File: src/rtl/pm_evt_pkg.sv
package pm_evt_pkg;

    localparam int REG_W     = 16;
    localparam int REG_BYTES = 2 * (REG_W / 8);

    localparam int TMR_BIT = 0;
    localparam int GBL_BIT = 5;
    localparam int PWR_BIT = 8;
    localparam int RTC_BIT = 10;

    localparam logic [REG_W-1:0] SRC_MASK =
        REG_W'((1 << TMR_BIT) | (1 << GBL_BIT) | (1 << PWR_BIT) | (1 << RTC_BIT));

    localparam logic [7:0] APM_CMD_ON  = 8'hF1;
    localparam logic [7:0] APM_CMD_OFF = 8'hF0;

    typedef struct packed {
        logic [REG_W-1:0] sts;
        logic [REG_W-1:0] en;
    } pm_regs_t;

    typedef struct packed {
        logic ctl_on;
        logic smi;
    } apm_st_t;

endpackage

File: src/rtl/pm_win_decode.sv
module pm_win_decode #(
    parameter int ADDR_W    = 16,
    parameter int WIN_BITS  = 6,
    parameter int LANES     = 4,
    parameter int REG_BYTES = 4,
    localparam int OFF_W    = WIN_BITS + 1
) (
    input  logic                     io_req,
    input  logic                     io_we,
    input  logic [ADDR_W-1:0]        io_addr,
    input  logic [2:0]               io_size,
    input  logic [8*LANES-1:0]       io_wdata,
    input  logic [ADDR_W-1:0]        cfg_io_base,
    input  logic                     cfg_decode_en,
    output logic                     hit,
    output logic [LANES-1:0]         lane_act,
    output logic [LANES*OFF_W-1:0]   lane_off_flat,
    output logic [REG_BYTES-1:0]     wr_be,
    output logic [8*REG_BYTES-1:0]   wr_byte
);

    localparam logic [ADDR_W-1:0] WIN_MASK  = ADDR_W'((1 << WIN_BITS) - 1);
    localparam logic [ADDR_W-1:0] BASE_MASK = ~WIN_MASK;

    logic [2:0]       size_eff;
    logic [OFF_W-1:0] base_off;
    logic [OFF_W-1:0] lane_off [LANES];

    always_comb begin
        hit      = io_req && cfg_decode_en &&
                   ((io_addr & BASE_MASK) == (cfg_io_base & BASE_MASK));
        size_eff = (io_size > 3'(LANES)) ? 3'(LANES) : io_size;
        base_off = {1'b0, io_addr[WIN_BITS-1:0]};
    end

    for (genvar k = 0; k < LANES; k++) begin : g_lane
        always_comb begin
            lane_off[k] = base_off + OFF_W'(k);
            lane_act[k] = hit && (3'(k) < size_eff);
        end
        assign lane_off_flat[k*OFF_W +: OFF_W] = lane_off[k];
    end

    always_comb begin
        wr_be   = '0;
        wr_byte = '0;
        for (int j = 0; j < REG_BYTES; j++) begin
            for (int k = 0; k < LANES; k++) begin
                if (lane_act[k] && io_we && (lane_off[k] == OFF_W'(j))) begin
                    wr_be[j]         = 1'b1;
                    wr_byte[j*8 +: 8] = io_wdata[k*8 +: 8];
                end
            end
        end
    end

endmodule

File: src/rtl/pm_evt_regs.sv
module pm_evt_regs
    import pm_evt_pkg::*;
#(
    localparam int SB = REG_W / 8
) (
    input  logic                   clk,
    input  logic                   rst_n,
    input  logic [REG_BYTES-1:0]   wr_be,
    input  logic [8*REG_BYTES-1:0] wr_byte,
    input  logic                   tmr_set,
    input  logic                   gbl_set,
    input  logic                   pwr_set,
    input  logic                   rtc_set,
    output pm_regs_t               regs_q
);

    pm_regs_t         regs_d;
    logic [REG_W-1:0] clr_vec;
    logic [REG_W-1:0] set_vec;

    always_comb begin
        regs_d  = regs_q;
        clr_vec = '0;
        set_vec = '0;
        for (int b = 0; b < SB; b++) begin
            if (wr_be[b]) begin
                clr_vec[b*8 +: 8] = wr_byte[b*8 +: 8];
            end
            if (wr_be[SB+b]) begin
                regs_d.en[b*8 +: 8] = wr_byte[(SB+b)*8 +: 8];
            end
        end
        set_vec[TMR_BIT] = tmr_set;
        set_vec[GBL_BIT] = gbl_set;
        set_vec[PWR_BIT] = pwr_set;
        set_vec[RTC_BIT] = rtc_set;
        regs_d.sts = ((regs_q.sts & ~clr_vec) | set_vec) & SRC_MASK;
    end

    always_ff @(posedge clk or negedge rst_n) begin
        if (!rst_n) begin
            regs_q <= '0;
        end else begin
            regs_q <= regs_d;
        end
    end

endmodule

File: src/rtl/pm_apm_ctl.sv
module pm_apm_ctl
    import pm_evt_pkg::*;
(
    input  logic       clk,
    input  logic       rst_n,
    input  logic       apm_wr,
    input  logic [7:0] apm_data,
    input  logic       cfg_smi_en,
    output logic       ctl_on,
    output logic       smi
);

    apm_st_t st_d;
    apm_st_t st_q;

    always_comb begin
        st_d     = st_q;
        st_d.smi = apm_wr && cfg_smi_en;
        if (apm_wr) begin
            if (apm_data == APM_CMD_ON) begin
                st_d.ctl_on = 1'b1;
            end else if (apm_data == APM_CMD_OFF) begin
                st_d.ctl_on = 1'b0;
            end
        end
    end

    always_ff @(posedge clk or negedge rst_n) begin
        if (!rst_n) begin
            st_q <= '0;
        end else begin
            st_q <= st_d;
        end
    end

    assign ctl_on = st_q.ctl_on;
    assign smi    = st_q.smi;

endmodule

File: src/rtl/pm_event_sci.sv
module pm_event_sci
    import pm_evt_pkg::*;
#(
    parameter int ADDR_W   = 16,
    parameter int WIN_BITS = 6,
    parameter int LANES    = 4
) (
    input  logic                clk,
    input  logic                rst_n,
    input  logic [ADDR_W-1:0]   cfg_io_base,
    input  logic                cfg_decode_en,
    input  logic                cfg_smi_en,
    input  logic                io_req,
    input  logic                io_we,
    input  logic [ADDR_W-1:0]   io_addr,
    input  logic [2:0]          io_size,
    input  logic [8*LANES-1:0]  io_wdata,
    output logic [8*LANES-1:0]  io_rdata,
    output logic                io_hit,
    input  logic                tmr_ovf_set,
    input  logic                gbl_lock_set,
    input  logic                pwrdn_req,
    input  logic                rtc_set,
    input  logic                gpe_hp_sts,
    input  logic                gpe_hp_en,
    input  logic                apm_wr,
    input  logic [7:0]          apm_data,
    output logic                sci,
    output logic                smi,
    output logic                sci_en,
    output logic                tmr_arm
);

    localparam int OFF_W = WIN_BITS + 1;
    localparam int IDX_W = $clog2(REG_BYTES);

    logic [LANES-1:0]         lane_act;
    logic [LANES*OFF_W-1:0]   lane_off_flat;
    logic [REG_BYTES-1:0]     wr_be;
    logic [8*REG_BYTES-1:0]   wr_byte;
    pm_regs_t                 regs;
    logic [REG_W-1:0]         sts_w;
    logic [REG_W-1:0]         en_w;
    logic [8*REG_BYTES-1:0]   reg_flat;
    logic                     sci_d;
    logic                     sci_q;

    pm_win_decode #(
        .ADDR_W    (ADDR_W),
        .WIN_BITS  (WIN_BITS),
        .LANES     (LANES),
        .REG_BYTES (REG_BYTES)
    ) u_dec (
        .io_req        (io_req),
        .io_we         (io_we),
        .io_addr       (io_addr),
        .io_size       (io_size),
        .io_wdata      (io_wdata),
        .cfg_io_base   (cfg_io_base),
        .cfg_decode_en (cfg_decode_en),
        .hit           (io_hit),
        .lane_act      (lane_act),
        .lane_off_flat (lane_off_flat),
        .wr_be         (wr_be),
        .wr_byte       (wr_byte)
    );

    pm_evt_regs u_regs (
        .clk     (clk),
        .rst_n   (rst_n),
        .wr_be   (wr_be),
        .wr_byte (wr_byte),
        .tmr_set (tmr_ovf_set),
        .gbl_set (gbl_lock_set),
        .pwr_set (pwrdn_req),
        .rtc_set (rtc_set),
        .regs_q  (regs)
    );

    pm_apm_ctl u_apm (
        .clk        (clk),
        .rst_n      (rst_n),
        .apm_wr     (apm_wr),
        .apm_data   (apm_data),
        .cfg_smi_en (cfg_smi_en),
        .ctl_on     (sci_en),
        .smi        (smi)
    );

    assign sts_w    = regs.sts;
    assign en_w     = regs.en;
    assign reg_flat = {en_w, sts_w};

    for (genvar k = 0; k < LANES; k++) begin : g_rd
        logic [OFF_W-1:0] off;
        assign off = lane_off_flat[k*OFF_W +: OFF_W];
        always_comb begin
            io_rdata[k*8 +: 8] = '0;
            if (lane_act[k] && !io_we && (off < OFF_W'(REG_BYTES))) begin
                io_rdata[k*8 +: 8] = reg_flat[8*off[IDX_W-1:0] +: 8];
            end
        end
    end

    always_comb begin
        sci_d   = (|(sts_w & en_w & SRC_MASK)) || (gpe_hp_sts && gpe_hp_en);
        tmr_arm = en_w[TMR_BIT] && !sts_w[TMR_BIT];
    end

    always_ff @(posedge clk or negedge rst_n) begin
        if (!rst_n) begin
            sci_q <= 1'b0;
        end else begin
            sci_q <= sci_d;
        end
    end

    assign sci = sci_q;

endmodule

File: config.mk
export PLATFORM = sky130hd
export DESIGN_NAME = pm_event_sci
export DESIGN_NICKNAME = d
export VERILOG_FILES = /design/src/rtl/pm_evt_pkg.sv /design/src/rtl/pm_win_decode.sv /design/src/rtl/pm_evt_regs.sv /design/src/rtl/pm_apm_ctl.sv /design/src/rtl/pm_event_sci.sv
export SDC_FILE = /design/constraint.sdc
export NUM_CORES = 1
export LEC_CHECK = 0
export CAP_MARGIN = 20
export CORE_MARGIN = 4
export CORE_UTILIZATION = 47
export CTS_BUF_LIST = sky130_fd_sc_hd__clkbuf_8 sky130_fd_sc_hd__clkbuf_16
export DETAILED_ROUTE_END_ITERATION = 8
export HOLD_SLACK_MARGIN = 0.15
export PLACE_DENSITY = 0.88
export SLEW_MARGIN = 20
export SYNTH_ARGS = -nofsm -noshare
export SYNTH_HDL_FRONTEND = slang
export SYNTH_SLANG_ARGS = --single-unit
File: constraint.sdc
create_clock -name clk -period 12.3 [get_ports clk]
set_clock_uncertainty 0.1 [all_clocks]
set_input_delay 2.46 -clock clk [delete_from_list [all_inputs] [get_ports clk]]
set_output_delay 2.46 -clock clk [all_outputs]
set_load 0.02 [all_outputs]
==> flow_summary_export.csv <==
group,metric,value,unit
yosys,synth_simple_gate_area_share,33.92,%
yosys,yosys.area_share.adder,3.506,%
power,p_switching,53.27,uW
setup_path,rrSetupSlack,11.08,ns
yosys,seq_area_frac_synth,20.16,%
setup_path,rr_endpoint,"u_regs.regs_q[24]$_DFF_PN0_",
layout,fin_nets,547,
setup_path,reg2regPathDepth,3,
drt,wl_per_cell,17.67,um
drt,drtIter0Drc,192,
floorplanning,core.rowCount,28,
timing,fin_crit,8.674,ns
run_status,status,"completed",
cts,clock-sinks,23,
global_routing,grt_pass1_wl,14970,um
hold_path,min_path_type,"flip-flop to flip-flop",
yosys,ys_ff_latch,23,
floorplanning,die_area,7386,um^2
timing,finalHoldViolCount,0,
power,switching_share,28.41,%
yosys,async_flop_share,100.0,%
setup_path,worst_setup_path_end_kind,"output pin",
global_routing,grt_pass1_vias,3053,
hold_path,whs_path_depth,1,
timing,setup_violations,0,
placement,routabilityCongestion,0.8886,
run,maxCapViolCount,0,
yosys,synth_compound_area_share,19.37,%
timing,maxSlewHeadroom,37.27,%
cts,cts_setup_buffers,0,
yosys,yosys-mux-area-fraction,14.81,%
placement,placed_area,4050,um^2
drt,ant_nets,0,
floorplanning,die_x,85.94,um
global_routing,grtUsageTotal,24.67,%
yosys,synth_area,2855,um^2
yosys,ys.warnings.count,0,
floorplanning,die_h,85.94,um
drt,dr.pass1.iters,5,
power,comb_power_share,35.6,%
yosys,yosysTopAreaCell,"dfrtp_1",
layout,final_area,4090,um^2
layout,area_growth,43.25,%
hold_path,min_to,"u_apm.ctl_on$_DFFE_PN0P_",
layout,num_antenna_cells,0,
yosys,ys_types,61,
timing,grt_setup_unrepaired,"false",
setup_path,worst_ep_arrival_time,6.11,ns
placement,port_buffers,118,
cts,clock_latency,0.26,ns
timing,fmax,0.1153,GHz
timing,fin_crit_sh,70.52,%
yosys,ys.flop_type,"dfrtp_1",
cts,cts.reportedPaths.clkPinSlew,0.08,ns
drt,vias,3180,
power,p_leak,0.001518,uW
timing,layout_setup_ws,3.626,ns
cts,htreeDepth,1,
setup_path,cp.required,9.74,ns
yosys,synth_edf_count,0,
drt,viasPerCell,6.057,
global_routing,antenna_found_initial,0,
cts,cts_buffers,3,
timing,drv_slew,0,
power,intPower,134.3,uW
hold_path,worstHoldStart,"u_apm.ctl_on$_DFFE_PN0P_",
placement,dp_hpwl,7609,um
power,finalPower,187.5,uW
layout,final_cells,525,
power,vdd_drop_max,30.66,uV
yosys,syn_avg_cell_area,8.349,um^2
drt,drc,0,
power,p_per_area,45.85,nW/um^2
drt,routed_wl,9277,um
cts,root_buffer,"clkbuf_8",
cts,clk_path_buf_depth,2,
yosys,ys_top_cells_by_area,"dfrtp_1 20%, mux2i_1 7.7%, nor2_1 7.1%, a221oi_1 4.6%, nand2_1 4.3%",
cts,ctsHoldBuffers,0,
yosys,synth_top_area_share,20.16,%
power,seqPwrFrac,40.7,%
setup_path,critPathKind,"input pin to output pin",
floorplanning,initial_utilization,48.22,%
cts,cts_tree,"built",
setup_path,r2r_start,"u_regs.regs_q[24]$_DFF_PN0_",
setup_path,cp_max_fo,15,
timing,fin_setup_tns,0,ns
layout,layout-drive-gt1-share,9.778,%
placement,pre_cts_slack,3.659,ns
global_routing,overflow,0,
timing,tightest_slew,0.9359,ns
floorplanning,core,5921,um^2
yosys,synth_top_family_by_area,"simple AND/OR/NAND/NOR gates",
yosys,synth_nets,438,
placement,dp_cells,521,
setup_path,cp-start-kind,"input pin",
power,clkPwrFrac,23.6,%
floorplanning,pin_count,125,
yosys,synth-xor-area-share,3.988,%
global_routing,grt_max_degree,31,
cts,ctsResizeCount,0,
yosys,synthCells,342,
kinds of logic after synthesis:
| family | count (synthesis) |
|---|---|
| DFF | 23 |
| xor gates and xnor gates | 13 |
| and+or+nand+nor | 169 |
| AOI/OAI and AO/OA | 70 |
| buffers and inverters | 23 |
| adders and majority gates | 8 |
| muxes | 36 |
layer usage:
metal	global-route usage (%)	part of all wire [%]	up-vias	wire (um)
met5	0	0	-	0
met4	6.475	1.5	0	136
met3	2.113	8.1	14	747
met2	42.40	50	155	4598
met1	33.18	41	1505	3793
li1	-	-	1506	-
layout make-up:
type / instances / area [um^2]
Sequential cell: 23 / 575.6
Fill cell: 501 / 1831
Inverter: 7 / 26.28
Tap cell: 75 / 93.84
Multi-Input combinational cell: 296 / 2158
Clock buffer: 3 / 41.29
Timing Repair Buffer: 120 / 1191
Clock inverter: 1 / 3.754
critical path, stage by stage:
cell and delay (ns):
clkdlybuf4s50_1 0.89, inv_1 0.30, ha_1 0.29, a211o_1 0.30
o22ai_1 0.20, nand2_1 0.18, or3_1 0.46, nand2b_1 0.26
nor2_1 0.15, clkdlybuf4s50_1 0.62
worst max-delay path by stage:
| stage | depth (start not counted) | endpoint | slack, ns | start |
|---|---|---|---|---|
| floorplan | 10 | io_rdata[25] | 4.66 | io_addr[0] |
| global placement | 10 | io_rdata[31] | 3.81 | io_addr[1] |
| CTS | 10 | io_rdata[28] | 3.67 | io_addr[1] |
| global route | 10 | io_rdata[28] | 3.38 | io_addr[1] |
| finish | 10 | io_rdata[28] | 3.63 | io_addr[1] |
| detailed placement | 10 | io_rdata[28] | 3.66 | io_addr[1] |
cells in the mapped netlist, types with 4 or more instances:
| library cell | n |
|---|---|
| ha_1 | 8 |
| nor2_1 | 54 |
| nor2_2 | 7 |
| a21oi_1 | 5 |
| buf_2 | 4 |
| nor2b_1 | 6 |
| nor3_1 | 6 |
| nand2b_1 | 4 |
| nor3_4 | 4 |
| o21a_1 | 8 |
| nand4_1 | 9 |
| o31ai_1 | 7 |
| xor2_1 | 10 |
| dfrtp_1 | 23 |
| mux2i_1 | 22 |
| o311ai_1 | 8 |
| nand3_1 | 4 |
| mux4_2 | 4 |
| nand2_1 | 33 |
| a221oi_1 | 15 |
| and2_1 | 4 |
| a31oi_1 | 8 |
| or3_1 | 9 |
| mux2_2 | 9 |
| clkbuf_1 | 5 |
| nor4_1 | 6 |
| inv_1 | 6 |
power groups by stage:
| stage | combinational (uW) | sequential [uW] | clock [uW] |
|---|---|---|---|
| CTS | 66.7 | 76.4 | 44.9 |
| global route | 71.4 | 76.4 | 47.7 |
| detailed placement | 66.4 | 77.9 | 0 |
| floorplan | 27.6 | 78.7 | 0 |
| global placement | 64.8 | 77.9 | 0 |
| finish | 66.8 | 76.4 | 44.3 |
sequential cells by signal, indices dropped and copies added (netlist names):
| register | count |
|---|---|
| u_apm.ctl_on | 1 |
| u_apm.smi | 1 |
| sci | 1 |
| u_regs.regs_q | 20 |
metrics by stage:
step / hold slack (ns) / util (%)
floorplan: 0.3845 / -
global placement: 0.3888 / 68.41
detailed placement: 0.3949 / 68.41
CTS: 0.4126 / 69.17
global route: 0.4391 / 69.08
finish: 0.4092 / 69.08
cells in the final DEF, fill, tap and decap left out, types with 4 or more instances in the layout:
| cell | netlist | final |
|---|---|---|
| nor2_1 | 54 | 54 |
| ha_1 | 8 | 8 |
| o31ai_1 | 7 | 7 |
| nand3_1 | 4 | 4 |
| nor2b_1 | 6 | 6 |
| nor3_4 | 4 | 4 |
| nand2_1 | 33 | 33 |
| nand2b_1 | 4 | 4 |
| o21a_1 | 8 | 8 |
| clkdlybuf4s50_1 | 0 | 117 |
| mux4_2 | 4 | 4 |
| mux2i_1 | 22 | 22 |
| a21oi_1 | 5 | 5 |
| o311ai_1 | 8 | 8 |
| inv_1 | 6 | 7 |
| and2_1 | 4 | 4 |
| a221oi_1 | 15 | 15 |
| nand4_1 | 9 | 9 |
| nor3_1 | 6 | 6 |
| nor2_2 | 7 | 7 |
| xor2_1 | 10 | 10 |
| nor4_1 | 6 | 6 |
| dfrtp_1 | 23 | 23 |
| a31oi_1 | 8 | 8 |
| mux2_2 | 9 | 9 |
| or3_1 | 9 | 9 |
(Power assumes the default switching activity.)
